**src/rtl/lim_pkg.sv**
```systemverilog
package lim_pkg;

    typedef enum logic [2:0] {
        ST_BYPASS  = 3'd0,
        ST_IDLE    = 3'd1,
        ST_ATTACK  = 3'd2,
        ST_RELEASE = 3'd3,
        ST_MUTE    = 3'd4
    } lim_state_t;

    typedef enum logic [1:0] {
        MODE_OFF      = 2'b00,
        MODE_ON       = 2'b01,
        MODE_MUTE_LOW = 2'b10,
        MODE_LOW_ONLY = 2'b11
    } lim_mode_t;

    // samples per attack step, before rate scaling
    function automatic int att_period(input logic [1:0] sel);
        return 1 << sel;
    endfunction

    // samples per release step, before rate scaling
    function automatic int rel_period(input logic [1:0] sel);
        case (sel)
            2'b00:   return 16;
            2'b01:   return 8;
            2'b10:   return 6;
            default: return 4;
        endcase
    endfunction

endpackage

```
**src/rtl/lim_batt_monitor.sv**
```systemverilog
module lim_batt_monitor #(
    parameter int BATT_W = 8,
    parameter int MAG_W  = 24,
    parameter int THR_W  = 5,
    parameter int HYST   = 4,
    parameter int THR_OFS = 4,
    parameter int THR_SH = 17,
    parameter int BAT_SH = 15
) (
    input  logic              clk,
    input  logic              rst_n,
    input  logic [BATT_W-1:0] batt_code,
    input  logic [BATT_W-1:0] infl_code,
    input  logic [1:0]        slope_sel,
    input  logic [THR_W-1:0]  thresh_sel,
    output logic              low_q,
    output logic [MAG_W-1:0]  thr_set,
    output logic [MAG_W-1:0]  thr_trk
);
    localparam int WIDE_W = MAG_W + BATT_W;

    logic              below;
    logic              clear_ok;
    logic [BATT_W-1:0] diff;
    logic [WIDE_W-1:0] drop;
    logic [WIDE_W-1:0] floor_w;

    assign below    = batt_code < infl_code;
    assign clear_ok = {1'b0, batt_code} >= ({1'b0, infl_code} + (BATT_W+1)'(HYST));

    always_ff @(posedge clk or negedge rst_n) begin
        if (!rst_n)        low_q <= 1'b0;
        else if (below)    low_q <= 1'b1;
        else if (clear_ok) low_q <= 1'b0;
    end

    assign thr_set = (MAG_W'(thresh_sel) + MAG_W'(THR_OFS)) << THR_SH;
    assign diff    = below ? (infl_code - batt_code) : '0;
    assign drop    = (WIDE_W'(diff) * WIDE_W'(slope_sel) + WIDE_W'(diff)) << BAT_SH;
    assign floor_w = WIDE_W'(1) << THR_SH;

    always_comb begin
        if (WIDE_W'(thr_set) > drop + floor_w)
            thr_trk = thr_set - drop[MAG_W-1:0];
        else
            thr_trk = floor_w[MAG_W-1:0];
    end


    low_set_chk: assert property (@(posedge clk) disable iff (!rst_n)
        (batt_code < infl_code) |=> low_q);


    low_hold_chk: assert property (@(posedge clk) disable iff (!rst_n)
        (low_q && ({1'b0, batt_code} < {1'b0, infl_code} + (BATT_W+1)'(HYST))) |=> low_q);

endmodule

```
**src/rtl/lim_gain_ctrl.sv**
```systemverilog
module lim_gain_ctrl
    import lim_pkg::*;
#(
    parameter int MAG_W     = 24,
    parameter int ATT_W     = 8,
    parameter int MAX_ATTEN = 192,
    parameter int RATE_MUL  = 1
) (
    input  logic             clk,
    input  logic             rst_n,
    input  logic             in_valid,
    input  logic [MAG_W-1:0] peak,
    input  logic [1:0]       lim_mode,
    input  logic             track_en,
    input  logic             low_q,
    input  logic [MAG_W-1:0] thr_set,
    input  logic [MAG_W-1:0] thr_trk,
    input  logic [1:0]       attack_sel,
    input  logic [1:0]       release_sel,
    output logic [ATT_W-1:0] atten_q,
    output logic             mute_now,
    output logic             bypass,
    output logic             engaged
);
    localparam int CNT_W = $clog2(16 * RATE_MUL) + 1;

    lim_mode_t        mode_e;
    lim_state_t       state_q, state_d;
    logic [ATT_W-1:0] atten_d;
    logic [CNT_W-1:0] cnt_q, cnt_d, base;
    logic [CNT_W-1:0] att_per, rel_per;
    logic             active, use_trk, over;
    logic [MAG_W-1:0] thr_use;

    assign mode_e  = lim_mode_t'(lim_mode);
    assign att_per = CNT_W'(att_period(attack_sel) * RATE_MUL);
    assign rel_per = CNT_W'(rel_period(release_sel) * RATE_MUL);

    assign mute_now = (mode_e == MODE_MUTE_LOW) && low_q;
    assign active   = (mode_e == MODE_ON) ||
                      ((mode_e == MODE_MUTE_LOW) && !low_q) ||
                      ((mode_e == MODE_LOW_ONLY) && low_q);
    assign use_trk  = track_en && ((mode_e == MODE_ON) || (mode_e == MODE_LOW_ONLY));
    assign thr_use  = use_trk ? thr_trk : thr_set;
    assign over     = active && (peak > thr_use);

    // state register
    always_ff @(posedge clk or negedge rst_n) begin
        if (!rst_n) begin
            state_q <= ST_IDLE;
            atten_q <= '0;
            cnt_q   <= '0;
        end else begin
            state_q <= state_d;
            atten_q <= atten_d;
            cnt_q   <= cnt_d;
        end
    end

    // next state
    always_comb begin
        state_d = state_q;
        atten_d = atten_q;
        cnt_d   = cnt_q;
        base    = '0;
        if (in_valid) begin
            unique case (mode_e)
                MODE_OFF: begin
                    state_d = ST_BYPASS;
                    atten_d = '0;
                    cnt_d   = '0;
                end
                MODE_ON, MODE_MUTE_LOW, MODE_LOW_ONLY: begin
                    if (mute_now) begin
                        state_d = ST_MUTE;
                        atten_d = '0;
                        cnt_d   = '0;
                    end else if (over) begin
                        base    = (state_q == ST_ATTACK) ? cnt_q : '0;
                        state_d = ST_ATTACK;
                        if (base + CNT_W'(1) >= att_per) begin
                            cnt_d = '0;
                            if (atten_q < ATT_W'(MAX_ATTEN))
                                atten_d = atten_q + ATT_W'(1);
                        end else begin
                            cnt_d = base + CNT_W'(1);
                        end
                    end else if (atten_q == '0) begin
                        state_d = ST_IDLE;
                        cnt_d   = '0;
                    end else begin
                        base = (state_q == ST_RELEASE) ? cnt_q : '0;
                        if (base + CNT_W'(1) >= rel_per) begin
                            cnt_d   = '0;
                            atten_d = atten_q - ATT_W'(1);
                            state_d = (atten_q == ATT_W'(1)) ? ST_IDLE : ST_RELEASE;
                        end else begin
                            cnt_d   = base + CNT_W'(1);
                            state_d = ST_RELEASE;
                        end
                    end
                end
            endcase
        end
    end

    // outputs
    always_comb begin
        bypass  = (mode_e == MODE_OFF);
        engaged = (atten_q != '0) || (state_q == ST_MUTE);
    end


    atten_cap_chk: assert property (@(posedge clk) disable iff (!rst_n)
        atten_q <= ATT_W'(MAX_ATTEN));


    atten_step_chk: assert property (@(posedge clk) disable iff (!rst_n)
        (atten_q == $past(atten_q)) || (atten_q == $past(atten_q) + ATT_W'(1)) ||
        (atten_q + ATT_W'(1) == $past(atten_q)) || (atten_q == '0));


    hold_chk: assert property (@(posedge clk) disable iff (!rst_n)
        !in_valid |=> ($stable(atten_q) && $stable(state_q)));


    bypass_clr_chk: assert property (@(posedge clk) disable iff (!rst_n)
        (in_valid && (lim_mode == 2'b00)) |=> ((atten_q == '0) && !engaged));


    mute_state_chk: assert property (@(posedge clk) disable iff (!rst_n)
        (in_valid && mute_now) |=> ((state_q == ST_MUTE) && (atten_q == '0) && engaged));


    low_only_chk: assert property (@(posedge clk) disable iff (!rst_n)
        (in_valid && (lim_mode == 2'b11) && !low_q) |=> (atten_q <= $past(atten_q)));

endmodule

```
**src/rtl/lim_gain_apply.sv**
```systemverilog
module lim_gain_apply #(
    parameter int MAG_W = 24,
    parameter int ATT_W = 8
) (
    input  logic             clk,
    input  logic             rst_n,
    input  logic             in_valid,
    input  logic [MAG_W-1:0] sample_in,
    input  logic [ATT_W-1:0] atten,
    input  logic             bypass,
    input  logic             mute_now,
    output logic             out_valid,
    output logic [MAG_W-1:0] sample_out
);
    localparam int PROD_W = MAG_W + ATT_W + 1;
    localparam logic [ATT_W:0] UNITY = (ATT_W+1)'(1) << ATT_W;

    logic [ATT_W:0]   gain;
    logic [MAG_W-1:0] scaled;

    assign gain   = UNITY - {1'b0, atten};
    assign scaled = MAG_W'(($signed({{(ATT_W+1){sample_in[MAG_W-1]}}, sample_in}) *
                             $signed({{MAG_W{1'b0}}, gain})) >>> ATT_W);

    always_ff @(posedge clk or negedge rst_n) begin
        if (!rst_n) begin
            out_valid  <= 1'b0;
            sample_out <= '0;
        end else begin
            out_valid <= in_valid;
            if (in_valid) begin
                if (bypass)        sample_out <= sample_in;
                else if (mute_now) sample_out <= '0;
                else               sample_out <= scaled;
            end
        end
    end


    valid_rise_chk: assert property (@(posedge clk) disable iff (!rst_n)
        in_valid |=> out_valid);


    valid_fall_chk: assert property (@(posedge clk) disable iff (!rst_n)
        !in_valid |=> (!out_valid && $stable(sample_out)));


    mute_out_chk: assert property (@(posedge clk) disable iff (!rst_n)
        (in_valid && mute_now && !bypass) |=> (sample_out == '0));

endmodule

```
**src/rtl/batt_track_limiter.sv**
```systemverilog
module batt_track_limiter #(
    parameter int MAG_W     = 24,
    parameter int BATT_W    = 8,
    parameter int THR_W     = 5,
    parameter int ATT_W     = 8,
    parameter int MAX_ATTEN = 192,
    parameter int HYST      = 4,
    parameter int RATE_MUL  = 1
) (
    input  logic              clk,
    input  logic              rst_n,
    input  logic              in_valid,
    input  logic [MAG_W-1:0]  sample_in,
    input  logic [BATT_W-1:0] batt_code,
    input  logic [BATT_W-1:0] infl_code,
    input  logic [1:0]        lim_mode,
    input  logic              track_en,
    input  logic [1:0]        slope_sel,
    input  logic [THR_W-1:0]  thresh_sel,
    input  logic [1:0]        attack_sel,
    input  logic [1:0]        release_sel,
    output logic              out_valid,
    output logic [MAG_W-1:0]  sample_out,
    output logic              engaged
);
    logic             low_q;
    logic [MAG_W-1:0] thr_set, thr_trk, peak;
    logic [ATT_W-1:0] atten;
    logic             mute_now, bypass;

    // magnitude; the most negative value maps to 2^(MAG_W-1) unsigned
    assign peak = sample_in[MAG_W-1] ? (~sample_in + MAG_W'(1)) : sample_in;

    lim_batt_monitor #(
        .BATT_W(BATT_W), .MAG_W(MAG_W), .THR_W(THR_W), .HYST(HYST),
        .THR_OFS(4), .THR_SH(MAG_W-7), .BAT_SH(MAG_W-9)
    ) u_mon (
        .clk(clk), .rst_n(rst_n),
        .batt_code(batt_code), .infl_code(infl_code),
        .slope_sel(slope_sel), .thresh_sel(thresh_sel),
        .low_q(low_q), .thr_set(thr_set), .thr_trk(thr_trk)
    );

    lim_gain_ctrl #(
        .MAG_W(MAG_W), .ATT_W(ATT_W), .MAX_ATTEN(MAX_ATTEN), .RATE_MUL(RATE_MUL)
    ) u_ctrl (
        .clk(clk), .rst_n(rst_n), .in_valid(in_valid), .peak(peak),
        .lim_mode(lim_mode), .track_en(track_en), .low_q(low_q),
        .thr_set(thr_set), .thr_trk(thr_trk),
        .attack_sel(attack_sel), .release_sel(release_sel),
        .atten_q(atten), .mute_now(mute_now), .bypass(bypass), .engaged(engaged)
    );

    lim_gain_apply #(.MAG_W(MAG_W), .ATT_W(ATT_W)) u_apply (
        .clk(clk), .rst_n(rst_n), .in_valid(in_valid), .sample_in(sample_in),
        .atten(atten), .bypass(bypass), .mute_now(mute_now),
        .out_valid(out_valid), .sample_out(sample_out)
    );

endmodule

```
**config.mk**
```make
export PLATFORM = sky130hd
export DESIGN_NAME = batt_track_limiter
export DESIGN_NICKNAME = d
export VERILOG_FILES = /design/src/rtl/lim_pkg.sv /design/src/rtl/lim_batt_monitor.sv /design/src/rtl/lim_gain_ctrl.sv /design/src/rtl/lim_gain_apply.sv /design/src/rtl/batt_track_limiter.sv
export SDC_FILE = /design/constraint.sdc
export NUM_CORES = 1
export LEC_CHECK = 0
export BUFFER_PORTS_ARGS = -buffer_cell sky130_fd_sc_hd__buf_2
export CORE_AREA = 2 2 148 150
export DETAILED_ROUTE_END_ITERATION = 16
export DIE_AREA = 0 0 150 152
export GPL_TIMING_DRIVEN = 0
export PLACE_DENSITY = 0.8
export SLEW_MARGIN = 10
export SYNTH_ARGS = -nofsm -noshare
export SYNTH_HDL_FRONTEND = slang
export SYNTH_SLANG_ARGS = --single-unit
export TNS_END_PERCENT = 50
```
**constraint.sdc**
```tcl
create_clock -name clk -period 6.5 [get_ports clk]
set_clock_uncertainty 0.2 [all_clocks]
set_input_delay 0 -clock clk [delete_from_list [all_inputs] [get_ports clk]]
set_output_delay 0 -clock clk [all_outputs]
set_load 0.02 [all_outputs]
```
# Word level (Yosys, flattened, before mapping)
# Cells that the tools add are included.
[totals]
word_cells = 89
regBits = 42
inputBits = 57
[classes]
eq_ne = 13
order_cmp = 7
mul = 2
shift = 1
add_sub_neg = 12
n_bitwise = 1
mux = 30
reduce_logical = 17
[ops]
columns = ["operator", "n"]
rows = [
  ["24-bit two-way mux", 5],
  ["8-bit two-way mux", 7],
  ["5-bit two-way mux", 7],
  ["32-bit by 18-bit adder with 32-bit output, second input constant", 1],
  ["24-bit by 32-bit greater-than comparator with 1-bit output", 1],
  ["24-bit by 10-bit multiplier with 32-bit output", 1],
  ["24-bit by 1-bit adder with 24-bit output, second input constant", 1],
  ["24-bit greater-than comparator", 1],
  ["24-bit NOT", 1],
  ["24-bit subtractor", 1],
  ["8-bit one-hot mux with 2 select lines", 1],
  ["5-bit one-hot mux with 3 select lines", 1],
  ["3-bit two-way mux", 4],
  ["10-bit by 8-bit adder with 11-bit output", 1],
  ["5-bit by 1-bit adder with 5-bit output, second input constant", 2],
  ["5-bit >= comparator", 2],
  ["8-bit by 2-bit multiplier with 10-bit output", 1],
  ["5-bit one-hot mux with 2 select lines", 1],
  ["8-bit by 3-bit adder with 9-bit output, second input constant", 1],
  ["8-bit by 9-bit >= comparator with 1-bit output", 1],
  ["9-bit by 8-bit subtractor with 9-bit output, first input constant", 1],
  ["8-bit by 1-bit adder with 8-bit output, second input constant", 1],
  ["8-bit by 1-bit equality test with 1-bit output, second input constant", 1],
  ["8-bit logical NOT", 1],
  ["24 further kinds", 38],
]

# Longest topological paths before layout
[logic_depth]
word_depth = 13
ltp_mapped = 36

# Hierarchy
# Synthesis repeated with hierarchy kept, for this count alone.
[unflattened]
hier_cells = 1638
hier_area_um2 = 13666.9
[modules_own_cells]
columns = ["mod", "instances", "cells_per_inst", "area_each_um2"]
rows = [
  ["lim_gain_apply", 1, 982, 8557.0],
  ["lim_batt_monitor", 1, 318, 2349.8],
  ["lim_gain_ctrl", 1, 264, 2230.9],
  ["batt_track_limiter", 1, 74, 529.3],
]

# Least setup slack after synthesis
# OpenSTA, ideal clock, no wires.
[synth_path]
path_kind = "input -> register"
startpoint = "in infl_code[0]"
endpoint = "reg u_ctrl.atten_q[2]"
n_path_buf = 2
required_ns = 6.179
stages = 34
setup_time_ns = 0.121
setup_slack_ns = -0.924
arrival_time_ns = 7.103
cell_sequence = "inv_1 -> ha_1 -> inv_1 -> fa_1 -> a211oi_1 -> o21ai_0 -> a31oi_1 -> nor2_1 -> clkbuf_1 -> and2_1 -> fa_1 -> fa_1 -> a21o_1 -> a21oi_1 -> o21bai_1 -> a21oi_1 -> xor2_1 -> xor2_1 -> ha_1 -> nand4_1 -> o211ai_1 -> nor3_1 -> a22oi_1 -> ha_1 -> and4_1 -> nand4_1 -> a2111oi_0 -> o2111a_1 -> o2111a_1 -> nor2_2 -> buf_2 -> mux2i_1 -> a21o_1 -> a22o_1"
[synth_via]
elab_chain_len = 13
[synth_lines]
columns = ["item", "line", "text"]
rows = [
  ["from (decl)", "batt_track_limiter.sv:15", "input logic [BATT_W-1:0] infl_code,"],
  ["8-bit subtractor or 8-bit less-than comparator (tied branches)", "lim_batt_monitor.sv:38, lim_batt_monitor.sv:28", ""],
  ["8-bit two-way mux (*)", "lim_batt_monitor.sv:38", "assign diff = below ? (infl_code - batt_code) : '0;"],
  ["8-bit by 2-bit multiplier with 10-bit output", "lim_batt_monitor.sv:39", "assign drop = (WIDE_W'(diff) * WIDE_W'(slope_sel) + WIDE_W'(diff)) << BAT_SH;"],
  ["10-bit by 8-bit adder with 11-bit output (*)", "lim_batt_monitor.sv:39", ""],
  ["32-bit by 18-bit adder with 32-bit output", "lim_batt_monitor.sv:43", "if (WIDE_W'(thr_set) > drop + floor_w)"],
  ["24-bit by 32-bit greater-than comparator with 1-bit output", "lim_batt_monitor.sv:43", ""],
  ["24-bit two-way mux (*)", "lim_batt_monitor.sv:43", ""],
  ["24-bit two-way mux (*)", "lim_gain_ctrl.sv:44", "assign thr_use = use_trk ? thr_trk : thr_set;"],
  ["24-bit greater-than comparator (*)", "lim_gain_ctrl.sv:45", "assign over = active && (peak > thr_use);"],
  ["1-bit logical AND (*)", "lim_gain_ctrl.sv:45", ""],
  ["8-bit two-way mux", "lim_gain_ctrl.sv:78", "end else if (over) begin"],
  ["8-bit two-way mux", "lim_gain_ctrl.sv:74", "if (mute_now) begin"],
  ["8-bit one-hot mux with 2 select lines", "lim_gain_ctrl.sv:67", "unique case (mode_e)"],
  ["to (signal assigned)", "lim_gain_ctrl.sv:55", "atten_q <= atten_d;"],
  ["to (decl)", "lim_gain_ctrl.sv:20", "output logic [ATT_W-1:0] atten_q,"],
]
# Mark *: on every way between the ends. The rest lies on a longest branch, timed or not.
# A chain may end at the register's enable or synchronous reset.

# Final worst setup path
[layout_path]
startpoint = "in batt_code[4]"
endpoint = "reg u_ctrl.atten_q[5]"
[layout_via]
elab_chain_len = 13
[layout_lines]
columns = ["item", "line", "text"]
rows = [
  ["from (decl)", "batt_track_limiter.sv:14", "input logic [BATT_W-1:0] batt_code,"],
  ["8-bit subtractor or 8-bit less-than comparator (tied branches)", "lim_batt_monitor.sv:38, lim_batt_monitor.sv:28", ""],
  ["8-bit two-way mux (*)", "lim_batt_monitor.sv:38", ""],
  ["8-bit by 2-bit multiplier with 10-bit output", "lim_batt_monitor.sv:39", ""],
  ["10-bit by 8-bit adder with 11-bit output (*)", "lim_batt_monitor.sv:39", ""],
  ["32-bit by 18-bit adder with 32-bit output", "lim_batt_monitor.sv:43", ""],
  ["24-bit by 32-bit greater-than comparator with 1-bit output", "lim_batt_monitor.sv:43", ""],
  ["24-bit two-way mux (*)", "lim_batt_monitor.sv:43", ""],
  ["24-bit two-way mux (*)", "lim_gain_ctrl.sv:44", ""],
  ["24-bit greater-than comparator (*)", "lim_gain_ctrl.sv:45", ""],
  ["1-bit logical AND (*)", "lim_gain_ctrl.sv:45", ""],
  ["8-bit two-way mux", "lim_gain_ctrl.sv:78", ""],
  ["8-bit two-way mux", "lim_gain_ctrl.sv:74", ""],
  ["8-bit one-hot mux with 2 select lines", "lim_gain_ctrl.sv:67", ""],
]
# Marks and branches as above.

==> metrics.txt <==
peak fanout along the critical path 6; Die Y 152 um; period utilisation layout 1.085; EDFF count, synth 0; dpl hpwl 26920 um; syn avg cell area 8.387 um2; slowest stage cell, crit path fa_1; max-cap viol count 0; Hold Crit Depth 4; dpl ws -2147 ps; nature of the critical path endpoint flop; Detailed Route Iter0 Violations 1016; 1st-pass router iterations 6; TritonCTS buffer count 5; synthesized netlist cell count 1454; top cells by count, synth inv_1 (239), fa_1 (179), and2_1 (143), ha_1 (129), nand2_1 (128); largest net degree at the start of global routing 43; Final min period 7051 ps; FF-to-FF path depth 23; Final Instance Area 14590 um2; share of the synthesized area in the top cell type 0.2939; slew at the pin with the worst max-slew slack 1113 ps; synthesized area 12190 um2; Yosys warning count 0; # rows 54; worst-skew pair later-pin latency 310 ps; CTS tree yes; final setup fails 28; top-count cell post-synth inv_1; remaining global-route overflow 0; setup ws final -551.2 ps; Synth Register Bits 42; Die Width 150 um; largest cells by area after synthesis fa_1 (29%), ha_1 (13%), dfrtp_1 (8.4%); ys async rst share 1.000; CP max stage delay 500 ps; full die area 22800 um2; Reg clk slew, reported paths 70 ps; wire length per cell 19.64 um; global-route wire length before repair 58620 um; Placed Area 13070 um2; Synth cell types 72; Max H-tree Level 2; drt total wl 36930 um; crit start category input pin; Critical Path AT 7080 ps; area leader, netlist fa_1; IO Count 83; post-synth net total 1819; initial core utilization 0.5711; vias in the first global route 11610; RD Place Congestion 0.9484; failing checks setup timing; setup TNS -7455 ps; Vias/cell 5.963; Primary FF master, synth dfrtp_1; Crit Path Class in -> reg; final hold vios 0; number of port buffers 79; Worst EP required 6530 ps; Max-slew headroom 0.2583; Final Max Slew Viols 0; DR vias 11210; Final ANT Viol Nets 0; share of layout cells above drive strength 1 0.1821; initial antenna violation count 3; Filler cells 1627; core area 21350 um2; root buffer cell clkbuf_16; TritonCTS Sinks 42; final core utilization 0.6834; HP Class in -> reg; DRC viols 0; Tot GR Track Use 0.3272; sequential area share after synthesis 0.08629; nets@finish 1962; Highest Clock Rate 0.1418 GHz; status finished with violations; CTS max path bufs 2; unrepaired setup endpoints after global routing yes; Syn-to-layout area delta 19.65%
[timing repair]
item                                    4_1_cts  5_1_grt
resized for setup                           142       42
endpoints found under the setup margin       38       35
pin swaps                                    89       17
buffers inserted                             41        7
hold endpoints to repair                     53        0
hold buffers                                 14        0
[kinds of logic after synthesis]
| kind of cell | Yosys count | synth area share |
|---|---|---|
| xor gates and xnor gates | 77 | 0.05531 |
| and+or+nand+nor | 489 | 0.2083 |
| AOI/OAI and AO/OA | 228 | 0.1241 |
| buffers and inverters | 304 | 0.09471 |
| muxes | 6 | 0.005130 |
| DFF | 42 | 0.08629 |
| adders and majority gates | 308 | 0.4262 |
[critical path: cells and delay by family]
kind	cells	cell delay (ps)
buffers and inverters	4	410
adders and majority gates	6	1940
xor gates and xnor gates	2	370
muxes	1	160
AOI/OAI and AO/OA	13	2470
and+or+nand+nor	7	1720
[placed cells by master, fill, tap and decap left out, drive strengths merged, types with 5 or more instances in the layout]
cell type / n
o221ai: 6
o21ai: 48
dfrtp: 41
nor2: 71
nor3: 22
o21bai: 8
fa: 179
and3: 16
a211oi: 9
nand4: 11
xnor2: 50
a31oi: 8
a21oi: 59
o31ai: 10
dlygate4sd3: 14
a22oi: 13
inv: 239
nor4: 5
nor2b: 15
clkbuf: 61
xor2: 27
ha: 129
or2: 5
nand3: 35
and2: 143
nand2: 129
nand2b: 13
a21o: 24
buf: 133
or3: 8
[stage by stage]
stage	hold slack [ps]	cells
floorplan	-495.6	1454
global placement	56.44	1813
detailed placement	62.37	1813
CTS	25.47	1872
global route	57.02	1879
finish	26.03	1880
[final cells by class]
type                    instances  area [um2]  share of cell area
multi-input cells            1108       10810              0.7410
flip-flops and latches         42        1057             0.07246
repair buffers                140       945.9             0.06483
inverters                     239       912.1             0.06252
plain buffers                  61       360.3             0.02470
well taps                     280       350.3             0.02401
clock buffers                   7       142.6            0.009776
clock inverters                 1       5.005           0.0003430
diodes                          2       5.005           0.0003430
[sequential cells by signal (all words and copies together) (netlist names)]
register            flops
u_apply.out_valid       1
u_ctrl.state_q          3
u_ctrl.atten_q          8
u_mon.low_q             1
u_apply.sample_out     24
u_ctrl.cnt_q            5
[final timing paths]
path / startpoint / to / slack (ps)
setup / recovery: batt_code[4] / u_ctrl.atten_q[5] / -550
hold / removal: batt_code[7] / u_mon.low_q / 30
setup reg to reg: u_ctrl.atten_q[0] / u_apply.sample_out[19] / -130
hold reg to reg: u_apply.sample_out[15] / u_apply.sample_out[15] / 310
max in group asynchronous: rst_n / u_ctrl.atten_q[5] / 5110
min in group asynchronous: rst_n / u_ctrl.atten_q[3] / 250
[routing by layer]
metal | GRT usage | vias up | wire length (um)
met5 | 0 | - | 20
li1 | - | 4999 | -
met4 | 0.1527 | 2 | 1929
met3 | 0.05826 | 139 | 3253
met2 | 0.5410 | 554 | 17800
met1 | 0.4157 | 5517 | 13920
Power is left out: the tool's default activity adds up to more than one toggle a clock period on the data nets, which glitch-free logic cannot reach.
